==> src/rtl/spi_port_pkg.sv <==
package spi_port_pkg;

    typedef enum logic [2:0] {
        MD_DIV_A  = 3'b000,
        MD_DIV_B  = 3'b001,
        MD_DIV_C  = 3'b010,
        MD_SUB    = 3'b011,
        MD_TMR    = 3'b100,
        MD_SLAVE  = 3'b101,
        MD_RSVD   = 3'b110,
        MD_OFF    = 3'b111
    } spi_mode_e;

    typedef enum logic [1:0] {
        ST_IDLE,
        ST_M_LOW,
        ST_M_HIGH,
        ST_S_SEL
    } xfer_state_e;

    localparam logic [1:0] ADDR_DATA = 2'd0;
    localparam logic [1:0] ADDR_CTRL = 2'd1;
    localparam logic [1:0] ADDR_AUX  = 2'd2;

endpackage

==> src/rtl/spi_sync.sv <==
module spi_sync #(
    parameter int              W       = 1,
    parameter logic [W-1:0]    RST_VAL = '0
) (
    input  logic         clk,
    input  logic         rst_n,
    input  logic [W-1:0] d,
    output logic [W-1:0] q
);
    logic [W-1:0] meta;

    always_ff @(posedge clk or negedge rst_n) begin
        if (!rst_n) begin
            meta <= RST_VAL;
            q    <= RST_VAL;
        end else begin
            meta <= d;
            q    <= meta;
        end
    end
endmodule

==> src/rtl/spi_rate_gen.sv <==
module spi_rate_gen
    import spi_port_pkg::*;
#(
    parameter int DIV_A = 4,
    parameter int DIV_B = 16,
    parameter int DIV_C = 64
) (
    input  logic      clk,
    input  logic      rst_n,
    input  spi_mode_e mode,
    input  logic      run,
    input  logic      sub_tick,
    input  logic      tmr_tick,
    output logic      half_tick
);
    localparam int HALF_MAX = DIV_C / 2;
    localparam int CW       = $clog2(HALF_MAX) + 1;

    logic [CW-1:0] cnt;
    logic [CW-1:0] lim;

    always_comb begin
        case (mode)
            MD_DIV_A: lim = CW'(DIV_A / 2 - 1);
            MD_DIV_B: lim = CW'(DIV_B / 2 - 1);
            default:  lim = CW'(DIV_C / 2 - 1);
        endcase
    end

    always_ff @(posedge clk or negedge rst_n) begin
        if (!rst_n)          cnt <= '0;
        else if (!run)       cnt <= '0;
        else if (cnt == lim) cnt <= '0;
        else                 cnt <= cnt + 1'b1;
    end

    always_comb begin
        case (mode)
            MD_DIV_A, MD_DIV_B, MD_DIV_C: half_tick = run && (cnt == lim);
            MD_SUB:                        half_tick = run && sub_tick;
            MD_TMR:                        half_tick = run && tmr_tick;
            default:                       half_tick = 1'b0;
        endcase
    end
endmodule

==> src/rtl/spi_xfer_fsm.sv <==
module spi_xfer_fsm
    import spi_port_pkg::*;
(
    input  logic       clk,
    input  logic       rst_n,
    input  logic       master_en,
    input  logic       slave_en,
    input  logic       half_tick,
    input  logic       lsb_first,
    input  logic       load,
    input  logic [7:0] load_byte,
    input  logic       m_sdi,
    input  logic       s_sck,
    input  logic       s_sdi,
    input  logic       s_ss_n,
    output logic [7:0] shreg,
    output logic       busy,
    output logic       done_pulse,
    output logic       sck_o,
    output logic       sdo_o
);
    xfer_state_e state, nxt;
    logic [2:0]  bit_cnt;
    logic        samp;
    logic        s_sck_d;
    logic        s_rise, s_fall;
    logic        shift_now, samp_now;
    logic        slave_live;

    assign s_rise     = s_sck & ~s_sck_d;
    assign s_fall     = ~s_sck & s_sck_d;
    assign slave_live = (state == ST_S_SEL) && slave_en && !s_ss_n;
    assign shift_now  = ((state == ST_M_HIGH) && master_en && half_tick) || (slave_live && s_fall);
    assign samp_now   = ((state == ST_M_LOW)  && master_en && half_tick) || (slave_live && s_rise);
    assign done_pulse = shift_now && (bit_cnt == 3'd7);

    // state register
    always_ff @(posedge clk or negedge rst_n) begin
        if (!rst_n) state <= ST_IDLE;
        else        state <= nxt;
    end

    // next-state logic
    always_comb begin
        nxt = state;
        unique case (state)
            ST_IDLE: begin
                if (master_en && load)        nxt = ST_M_LOW;
                else if (slave_en && !s_ss_n) nxt = ST_S_SEL;
            end
            ST_M_LOW: begin
                if (!master_en)     nxt = ST_IDLE;
                else if (half_tick) nxt = ST_M_HIGH;
            end
            ST_M_HIGH: begin
                if (!master_en)     nxt = ST_IDLE;
                else if (half_tick) nxt = (bit_cnt == 3'd7) ? ST_IDLE : ST_M_LOW;
            end
            ST_S_SEL: begin
                if (!slave_en || s_ss_n) nxt = ST_IDLE;
            end
        endcase
    end

    // datapath
    always_ff @(posedge clk or negedge rst_n) begin
        if (!rst_n) begin
            shreg   <= '0;
            bit_cnt <= '0;
            samp    <= 1'b0;
            s_sck_d <= 1'b0;
        end else begin
            s_sck_d <= s_sck;
            if (samp_now)
                samp <= (state == ST_S_SEL) ? s_sdi : m_sdi;
            if (load)
                shreg <= load_byte;
            else if (shift_now)
                shreg <= lsb_first ? {samp, shreg[7:1]} : {shreg[6:0], samp};
            if (state == ST_IDLE || (state == ST_S_SEL && s_ss_n))
                bit_cnt <= '0;
            else if (shift_now)
                bit_cnt <= bit_cnt + 1'b1;
        end
    end

    // outputs
    always_comb begin
        busy  = (state != ST_IDLE);
        sck_o = master_en && (state == ST_M_HIGH);
        sdo_o = (master_en || slave_en) && (lsb_first ? shreg[0] : shreg[7]);
    end
endmodule

==> src/rtl/spi_port_ctrl.sv <==
module spi_port_ctrl
    import spi_port_pkg::*;
#(
    parameter int DIV_A = 4,
    parameter int DIV_B = 16,
    parameter int DIV_C = 64
) (
    input  logic       clk,
    input  logic       rst_n,
    input  logic [1:0] bus_addr,
    input  logic       bus_wr,
    input  logic [7:0] bus_wdata,
    output logic [7:0] bus_rdata,
    input  logic       sub_tick,
    input  logic       tmr_tick,
    output logic       spi_sck_o,
    input  logic       spi_sck_i,
    output logic       spi_sdo,
    input  logic       spi_sdi,
    input  logic       spi_ss_n
);
    spi_mode_e  mode_q;
    logic [1:0] dbnc_q;
    logic       en_q, done_q, lsb_q, wcol_q;
    logic       master_en, slave_en, busy, done_pulse, half_tick;
    logic       wr_data, wr_ctrl, wr_aux, load;
    logic [7:0] shreg;
    logic [2:0] sync_q;

    assign master_en = en_q && (mode_q inside {MD_DIV_A, MD_DIV_B, MD_DIV_C, MD_SUB, MD_TMR});
    assign slave_en  = en_q && (mode_q == MD_SLAVE);
    assign wr_data   = bus_wr && (bus_addr == ADDR_DATA);
    assign wr_ctrl   = bus_wr && (bus_addr == ADDR_CTRL);
    assign wr_aux    = bus_wr && (bus_addr == ADDR_AUX);
    assign load      = wr_data && !busy;

    always_ff @(posedge clk or negedge rst_n) begin
        if (!rst_n) begin
            mode_q <= MD_OFF;
            dbnc_q <= '0;
            en_q   <= 1'b0;
            done_q <= 1'b0;
            lsb_q  <= 1'b0;
            wcol_q <= 1'b0;
        end else begin
            if (wr_ctrl) begin
                mode_q <= spi_mode_e'(bus_wdata[7:5]);
                dbnc_q <= bus_wdata[3:2];
                en_q   <= bus_wdata[1];
                done_q <= done_pulse | (done_q & bus_wdata[0]);
            end else begin
                done_q <= done_q | done_pulse;
            end
            if (wr_aux) begin
                lsb_q  <= bus_wdata[1];
                wcol_q <= (wr_data && busy) | (wcol_q & bus_wdata[0]);
            end else begin
                wcol_q <= wcol_q | (wr_data && busy);
            end
        end
    end

    always_comb begin
        case (bus_addr)
            ADDR_DATA: bus_rdata = shreg;
            ADDR_CTRL: bus_rdata = {mode_q, 1'b0, dbnc_q, en_q, done_q};
            ADDR_AUX:  bus_rdata = {6'b0, lsb_q, wcol_q};
            default:   bus_rdata = 8'h00;
        endcase
    end

    spi_sync #(.W(3), .RST_VAL(3'b001)) u_sync (
        .clk   (clk),
        .rst_n (rst_n),
        .d     ({spi_sck_i, spi_sdi, spi_ss_n}),
        .q     (sync_q)
    );

    spi_rate_gen #(.DIV_A(DIV_A), .DIV_B(DIV_B), .DIV_C(DIV_C)) u_rate (
        .clk       (clk),
        .rst_n     (rst_n),
        .mode      (mode_q),
        .run       (master_en && busy),
        .sub_tick  (sub_tick),
        .tmr_tick  (tmr_tick),
        .half_tick (half_tick)
    );

    spi_xfer_fsm u_fsm (
        .clk        (clk),
        .rst_n      (rst_n),
        .master_en  (master_en),
        .slave_en   (slave_en),
        .half_tick  (half_tick),
        .lsb_first  (lsb_q),
        .load       (load),
        .load_byte  (bus_wdata),
        .m_sdi      (spi_sdi),
        .s_sck      (sync_q[2]),
        .s_sdi      (sync_q[1]),
        .s_ss_n     (sync_q[0]),
        .shreg      (shreg),
        .busy       (busy),
        .done_pulse (done_pulse),
        .sck_o      (spi_sck_o),
        .sdo_o      (spi_sdo)
    );
endmodule

==> config.mk <==
export PLATFORM = sky130hd
export DESIGN_NAME = spi_port_ctrl
export DESIGN_NICKNAME = d
export VERILOG_FILES = /design/src/rtl/spi_port_pkg.sv /design/src/rtl/spi_sync.sv /design/src/rtl/spi_rate_gen.sv /design/src/rtl/spi_xfer_fsm.sv /design/src/rtl/spi_port_ctrl.sv
export SDC_FILE = /design/constraint.sdc
export NUM_CORES = 1
export LEC_CHECK = 0
export BUFFER_PORTS_ARGS = -buffer_cell sky130_fd_sc_hd__buf_2
export CORE_MARGIN = 10
export CORE_UTILIZATION = 35
export CTS_BUF_LIST = sky130_fd_sc_hd__clkbuf_4
export DETAILED_ROUTE_END_ITERATION = 7
export PLACE_DENSITY = 0.59
export SLEW_MARGIN = 25
export SYNTH_ARGS = -nofsm -noshare
export SYNTH_HDL_FRONTEND = slang
export SYNTH_SLANG_ARGS = --single-unit
==> constraint.sdc <==
create_clock -name clk -period 2.3 [get_ports clk]
set_input_delay 0 -clock clk [delete_from_list [all_inputs] [get_ports clk]]
set_output_delay 0 -clock clk [all_outputs]
set_load 0.02 [all_outputs]
### After elaboration in Yosys (flattened, before gate mapping)

Index checks and enable logic that the tools add are counted.

| storage, ports and cells | value |
|---|---|
| flip-flop bits (word level) | 36 |
| RAM bits | 0 |
| memory bits (read-only) | 0 |
| latch bits | 0 |
| logic and storage cells | 106 |
| memories kept | 0 |

| operators by class | value |
|---|---|
| multipliers | 0 |
| bitwise gates (word level) | 10 |
| eq/ne operators | 16 |
| reduce and logical (&&, ||, !) cells | 41 |
| shift-type cells | 0 |
| mux-type cells | 23 |
| divide/modulo/power cells | 0 |
| magnitude comparators | 0 |
| add/subtract/negate cells | 2 |

Operator list:

| kind | count |
|---|---|
| logical AND 1 bit | 24 |
| two-way mux 8 bit | 3 |
| case mux 8 bit (3 select lines) | 1 |
| two-way mux 2 bit | 7 |
| two-way mux 6 bit | 2 |
| case mux 5 bit (2 select lines) | 1 |
| == test 3 bit, second input constant | 3 |
| case mux 2 bit (4 select lines) | 1 |
| adder 6 x 1 -> 6 bit, second input constant | 1 |
| == test 2 bit, second input constant | 3 |
| == test 3 x 2 -> 1 bit, second input constant | 2 |
| == test 6 x 5 -> 1 bit | 1 |
| two-way mux 3 bit | 2 |
| inequality test 3 x 2 -> 1 bit, second input constant | 2 |
| nonzero test 2 bit | 3 |
| logical OR 1 bit | 5 |
| two-way mux 1 bit | 5 |
| nonzero test 5 bit | 1 |
| bitwise AND 1 bit | 4 |
| == test 2 x 1 -> 1 bit, second input constant | 2 |
| zero test 2 bit | 2 |
| bitwise OR 1 bit | 4 |
| AND reduction 4 bit | 1 |
| adder 3 x 1 -> 3 bit, second input constant | 1 |
| 8 further kinds | 11 |

### Depth between registers and ports, before layout

Gate-level depths: netlist (run 1).

| depth | value |
|---|---|
| depth after elaboration | 11 |
| mapped depth | 8 |
| gate-level depth less buffers | 6 |

### Cells and area by module

A second synthesis (run 1) with hierarchy kept.

| second synthesis, totals | value |
|---|---|
| cells, all modules | 188 |
| area, all modules | 2004.4 um^2 |

Modules (own cells, without submodules):

| module | instances | sequential area each (um^2) | area each (um^2) | cells an instance |
|---|---|---|---|---|
| spi_xfer_fsm | 1 | 375.4 | 937.1 | 96 |
| spi_port_ctrl | 1 | 229.0 | 568.0 | 48 |
| spi_rate_gen | 1 | 150.1 | 346.6 | 38 |
| spi_sync | 1 | 152.6 | 152.6 | 6 |

### Least setup slack after synthesis (run 1)

OpenSTA, ideal clock, no wires.

| timing | value |
|---|---|
| kind | register to register |
| start point | reg mode_q[0] |
| end point | reg u_fsm.samp |
| arrival time | 2.034 ns |
| stages on the path, launching flop included | 8 |
| slack | 0.138 ns |
| library setup time | 0.128 ns |
| path through | dfstp_2 -> buf_2 -> o21bai_1 -> o2bb2ai_1 -> a22oi_2 -> or4_1 -> o21ai_1 -> mux2_1 |

| on the way | value |
|---|---|
| longest elaborated chain between the ends | 8 |
| elaborated cells on any way between the ends | 23 |
| those cells by class | 6 x eq/ne; 2 x mux; 15 x reduce/logical |

RTL lines:

| what | line | source |
|---|---|---|
| from (decl) | spi_port_ctrl.sv:22 | `spi_mode_e mode_q;` |
| from (signal assigned) | spi_port_ctrl.sv:47 | `mode_q <= spi_mode_e'(bus_wdata[7:5]);` |
| branches (longest 7 deep; another with == test 6 x 5 -> 1 bit) | -- |  |
| logical OR 1 bit * | spi_xfer_fsm.sv:34 | `assign samp_now = ((state == ST_M_LOW) && master_en && half_tick) \|\| (slave_live && s_rise);` |
| to (signal assigned) | spi_xfer_fsm.sv:75 | `samp <= (state == ST_S_SEL) ? s_sdi : m_sdi;` |
| to (decl) | spi_xfer_fsm.sv:24 | `logic samp;` |

Mark *: on every way between the ends.
A chain may end at the register's enable or synchronous reset.

### Final worst setup path (run 1)

| timing | value |
|---|---|
| start point | reg mode_q[1] |
| end point | reg u_fsm.samp |

The elaborated chain is that of the path after synthesis.

==> flow_summary_export.csv, run 1 <==
group,metric,value,unit
outcome,run_status,"completed",
clocking,cts_tree,"built",
critical_path,crit_required,2.52,ns
route,drtIter0Drc,77,
route,drc,0,
sta,skew,0.0160,ns
sta,finalHoldViolations,0,
sta,slew_viol_final,0,
sta,worst_pin_slew,0.810,ns
clocking,cts_max_path_buffers,2,
yosys,ys_ff_latch,36,
floorplan,fp-row-count,27,
power_and_ir_drop,peakVddDrop,0.298,mV
grt,grt_remaining_overflow,0,
floorplan,io_pins,28,
clocking,cts-htree-levels,2,
sta,fin_tns_setup,0,ns
grt,grt_pass1_vias,1649,
final_layout,finalCoreUtilization,0.433,
floorplan,start_util,0.358,
clocking,cts.clk_slew.worst_paths,0.12,ns
critical_path,startpoint,"mode_q[1]",
yosys,synth_nets,203,
yosys,synthArstFlopShare,1.00,
yosys,synth_enable_flop_cells,0,
job,maxCapViolCount,0,
critical_path,r2r-start,"mode_q[1]",
floorplan,core,5470,um^2
floorplan,die_area,8990,um^2
sta,slew_headroom,0.460,
yosys,syn_avg_cell_area,10.8,um^2
route,drtAntennaViolNets,0,
place,gp_congestion,0.899,
sta,rsz0062_at_grt,"false",
grt,grt_use_total,0.110,
min_path,hold_path.class,"input pin to flop",
final_layout,fin_area,2370,um^2
floorplan,die_y,94.8,um
sta,timing.hold.ws,0.0214,ns
min_path,hold_path_startpoint,"bus_wr",
sta,setup_viol,0,
route,drt-total-wl,4570,um
yosys,synth_top_area_share,0.396,
sta,period_needed,2.13,ns
clocking,cts-buffers-inserted,5,
yosys,synthCells,182,
power_and_ir_drop,power_density,795,nW/um^2
yosys,yosysTopAreaCell,"dfrtp_1",
critical_path,path_max_fanout,5,
yosys,yosysUniqueCellTypes,54,
route,vias,1542,
place,preCtsSetupSlack,0.0138,ns
critical_path,worstSetupPathType,"flop to flop",
grt,grt_max_degree,37,
critical_path,endpoint_kind,"flop",
sta,max_clock_freq,0.470,GHz
final_layout,fin_nets,248,
final_layout,antenna_cells,0,
route,wl_per_cell,15.2,um
sta,min_period_over_period,0.924,
route,first_pass_iters,4,
route,vias_per_cell,5.14,
critical_path,cp.arrival,2.35,ns
clocking,root_buffer,"clkbuf_4",
yosys,yosys-top-cells-area,"dfrtp_1, mux2i_1, dfstp_2, mux2_2, nor2_1",
critical_path,crit_path_start_kind,"flop",
place,hpwl,3180,um
final_layout,drive_gt1_frac,0.316,
grt,grt_pass1_wl,7980,um
final_layout,synthToLayoutAreaGrowth,21.0,%
grt,antenna_found_initial,0,
clocking,insertion_delay,0.34,ns
place,dpl-instance-area,2150,um^2
sta,final.setup.worst_slack,0.174,ns
yosys,syn_area,1960,um^2
floorplan,die_w,94.8,um
place,io_buffers,27,
yosys,synth_warnings,0,
yosys,yosysSeqAreaShare,0.463,
power_and_ir_drop,leakage,1.04,nW
final_layout,nFillCells,563,
clocking,clock-sinks,36,
yosys,synth-main-ff-cell,"dfrtp_1",
[cell usage after synthesis, types with 2 or more instances]
| cell type | number |
|---|---|
| mux2i_1 | 16 |
| nor4_1 | 2 |
| buf_1 | 2 |
| nand2_1 | 19 |
| mux2_2 | 8 |
| ha_1 | 3 |
| dfrtp_1 | 31 |
| nor2_1 | 22 |
| o21ai_0 | 7 |
| buf_6 | 2 |
| nand3b_1 | 4 |
| xnor2_1 | 2 |
| nor3_1 | 3 |
| inv_1 | 3 |
| nand3_1 | 3 |
| clkbuf_1 | 2 |
| o211ai_1 | 2 |
| xor2_1 | 2 |
| o221a_2 | 7 |
| buf_2 | 2 |
| dfstp_2 | 5 |
| a21oi_1 | 3 |
[through the flow]
stage,instances,power (W)
2_1_floorplan,182,0.00134
3_3_place_gp,275,0.00150
3_5_place_dp,275,0.00152
4_1_cts,297,0.00189
5_1_grt,300,0.00201
6_report,300,0.00189
[worst paths after layout]
path	endpoint	slack, ns	depth (start not counted)
worst min-delay path	lsb_q	0.02	3
max in group asynchronous	u_fsm.s_sck_d	1.51	2
worst min register to register	u_sync.q[2]	0.36	0
min in group asynchronous	dbnc_q[1]	0.27	2
worst max register to register	u_fsm.samp	0.17	7
worst max-delay path	u_fsm.samp	0.17	7
[placed cells by master (no fill, tap or decap), types with 5 or more instances in the layout]
| cell type | instances |
|---|---|
| dfrtp_1 | 31 |
| buf_2 | 27 |
| nor2_1 | 22 |
| nand2_1 | 19 |
| mux2i_1 | 16 |
| dlygate4sd3_1 | 12 |
| mux2_2 | 8 |
| o21ai_0 | 7 |
| o221a_2 | 7 |
| buf_4 | 7 |
| clkbuf_4 | 6 |
| dfstp_2 | 5 |
[worst max-delay path, stage by stage (launching register included)]
cell,delay (ns)
dfstp_2,0.42
buf_4,0.15
a2bb2oi_1,0.15
nor3b_2,0.23
a22oi_2,0.16
or4_4,0.45
o21ai_2,0.13
mux2_1,0.33
[cell families (layout without fill, tap and decap cells)]
kind of cell | Yosys count | count (layout) | synth area share
adder cells (fa/ha/maj) | 3 | 3 | 0.0192
AND/OR/NAND/NOR | 66 | 66 | 0.172
AO/OA/AOI/OAI | 36 | 36 | 0.161
multiplexers | 25 | 25 | 0.133
buffers and inverters | 12 | 58 | 0.0338
flip-flops | 36 | 36 | 0.463
XOR/XNOR | 4 | 4 | 0.0179
[power by group]
part           switching, W  leakage [nW]  internal [W]
logic              0.000316         0.577      0.000314
clock network      0.000211        0.0307      0.000125
registers          0.000161         0.434      0.000758
total              0.000688          1.04       0.00120
[routing by layer]
metal / global-route usage / wire (um) / vias up
li1: - / - / 756
met1: 0.143 / 2180 / 748
met2: 0.174 / 2120 / 29
met3: 0.0301 / 192 / 9
met4: 0.0337 / 71 / 0
met5: 0 / 0 / -
[registers in the layout (all words and copies together), names as in the netlist, 2 cells and up]
signal,count
dbnc_q,2
u_sync.meta,3
u_sync.q,3
u_rate.cnt,6
u_fsm.state,2
u_fsm.bit_cnt,3
mode_q,3
u_fsm.shreg,8
[final cells by class]
cell class | instances | area, um^2 | area share
Clock buffer | 6 | 45.0 | 0.0190
Clock inverter | 2 | 7.51 | 0.00317
Inverter | 3 | 11.3 | 0.00475
Multi-Input combinational cell | 134 | 997 | 0.421
Sequential cell | 36 | 907 | 0.383
Tap cell | 72 | 90.1 | 0.0380
Timing Repair Buffer | 47 | 313 | 0.132
[repair_timing]
action,in CTS,in global routing
setup endpoints to repair,1,11
endpoints found under the hold margin,51,0
setup buffers,2,3
hold buffers,12,0
resized for setup,0,3
pin swaps,0,4
Power figures use the tool's default switching activity.
==> run 2: changes to the inputs <==
--- a/config.mk
+++ b/config.mk
@@ -6,7 +6,7 @@
 export NUM_CORES = 1
 export LEC_CHECK = 0
 export BUFFER_PORTS_ARGS = -buffer_cell sky130_fd_sc_hd__buf_2
-export CORE_MARGIN = 10
+export CORE_MARGIN = 3
 export CORE_UTILIZATION = 35
 export CTS_BUF_LIST = sky130_fd_sc_hd__clkbuf_4
 export DETAILED_ROUTE_END_ITERATION = 7
==> flow_summary_export.csv, run 2 (synthesized netlist as in run 1, its figures left out) <==
group,metric,value,unit
grt,grt_pass1_vias,1551,
final_layout,largestRegisters,"u_fsm.shreg (8), u_rate.cnt (6)",
route,drc,0,
sta,fin_tns_setup,0,ns
critical_path,critical_path.endpoint,"u_fsm.samp",
clocking,insertion_delay,0.33,ns
final_layout,nFillCells,519,
sta,period_needed,2.19,ns
critical_path,r2r_cells,6,
clocking,cts_tree,"built",
job,maxCapViolCount,0,
critical_path,worstSetupPathType,"flop to flop",
power_and_ir_drop,power_density,795,nW/um^2
route,drtIter0Drc,89,
place,gp_congestion,0.863,
route,wl_met1,2240,um
floorplan,die_area,6530,um^2
final_layout,synthToLayoutAreaGrowth,22.2,%
final_layout,final_common_cell,"dfrtp_1",
power_and_ir_drop,leakage,1.05,nW
floorplan,die_y,80.8,um
sta,slew_headroom,0.466,
grt,grt_use_total,0.152,
final_layout,fin_nets,251,
critical_path,r2r_setup_slack,0.11,ns
clocking,root_buffer,"clkbuf_4",
min_path,hold_path.class,"input pin to flop",
power_and_ir_drop,peakVddDrop,0.351,mV
final_layout,drive_gt1_frac,0.325,
final_layout,antenna_cells,0,
critical_path,r2r-start,"mode_q[2]",
floorplan,fp-row-count,26,
final_layout,largest_register_ffs,8,
outcome,run_status,"completed",
clocking,cts_max_path_buffers,2,
sta,slew_viol_final,0,
clocking,cts-htree-levels,2,
sta,finalHoldViolations,0,
route,wl_per_cell,15.0,um
critical_path,crit_required,2.52,ns
sta,max_clock_freq,0.457,GHz
route,first_pass_iters,4,
clocking,cts.clk_slew.worst_paths,0.11,ns
route,drt-total-wl,4520,um
critical_path,crit_path_start_kind,"flop",
floorplan,core,5270,um^2
critical_path,endpoint_kind,"flop",
critical_path,cp.arrival,2.41,ns
sta,worst_pin_slew,0.801,ns
floorplan,start_util,0.372,
sta,skew,0.00746,ns
grt,antenna_found_initial,0,
critical_path,startpoint,"mode_q[2]",
route,wl_met2,2050,um
sta,rsz0062_at_grt,"false",
clocking,cts-buffers-inserted,5,
grt,grt_pass1_wl,7670,um
critical_path,rr_endpoint,"u_fsm.samp",
route,dr.max_layer_used,"met4",
final_layout,top_register,"u_fsm.shreg",
floorplan,die_w,80.8,um
final_layout,finalCoreUtilization,0.454,
route,met3_length,208,um
sta,min_period_over_period,0.952,
grt,grt_remaining_overflow,0,
critical_path,path_max_fanout,6,
floorplan,io_pins,28,
clocking,clock-sinks,36,
route,vias,1551,
route,vias_per_cell,5.15,
grt,grt_max_degree,37,
route,drtAntennaViolNets,0,
place,io_buffers,27,
sta,setup_viol,0,
place,hpwl,3100,um
final_layout,final_cell_mix,"dfrtp_1, buf_2, nor2_1, nand2_1, mux2i_1",
==> run 2: worst min path at each step <==
stage	slack [ns]	from	to	cells past startpoint
after global routing	0.03	bus_wr	lsb_q	3
after floorplan	-0.30	rst_n	dbnc_q[0]	0
after detailed placement	0.11	spi_ss_n	u_sync.meta[0]	1
after CTS	0.02	bus_wr	lsb_q	3
after global placement	0.11	spi_ss_n	u_sync.meta[0]	1
final	0.04	bus_wr	lsb_q	3
==> run 2: cell type report <==
cell class / instances / area (um^2) / area share
clock buffer: 6 / 45.0 / 0.0188
clock inverter: 2 / 11.3 / 0.00470
inverter: 3 / 11.3 / 0.00470
multi-input combinational: 134 / 996 / 0.416
sequential: 36 / 907 / 0.379
tap: 70 / 87.6 / 0.0366
timing repair buffer: 50 / 335 / 0.140
==> run 2: repair_timing <==
action / CTS / global route
setup endpoints to repair: 0 / 11
resized for setup: 0 / 2
hold endpoints to repair: 51 / 0
hold buffers: 12 / 0
setup buffers: 0 / 6
==> run 2: routing by layer <==
layer | vias to the layer above | track usage
met5 | - | 0
met3 | 2 | 0.0488
met1 | 745 | 0.219
li1 | 765 | -
met4 | 0 | 0.0253
met2 | 39 | 0.226
==> run 2: stage by stage <==
step	area, um^2	hold WS (ns)	cells	setup slack (ns)	total power, W
CTS	2340	0.0195	295	0.00464	0.00189
detailed placement	2160	0.109	275	0.0267	0.00152
global route	2390	0.0295	301	0.0143	0.00205
global placement	2160	0.106	275	0.0288	0.00152
floorplan	1960	-0.296	182	0.138	0.00134
finish	2390	0.0404	301	0.110	0.00190
==> run 2: worst max-delay path: stages, from the launching register on <==
cell	delay (ns)
dfstp_2	0.60
o211ai_1	0.10
o2bb2ai_1	0.22
a22oi_2	0.12
or4_1	0.53
o21ai_1	0.18
mux2_1	0.33
==> run 2: where the power goes <==
part | internal, W | switching [W] | total [W]
clock | 0.000128 | 0.000209 | 0.000337
combinational | 0.000328 | 0.000326 | 0.000655
sequential | 0.000758 | 0.000154 | 0.000912
total | 0.00121 | 0.000689 | 0.00190
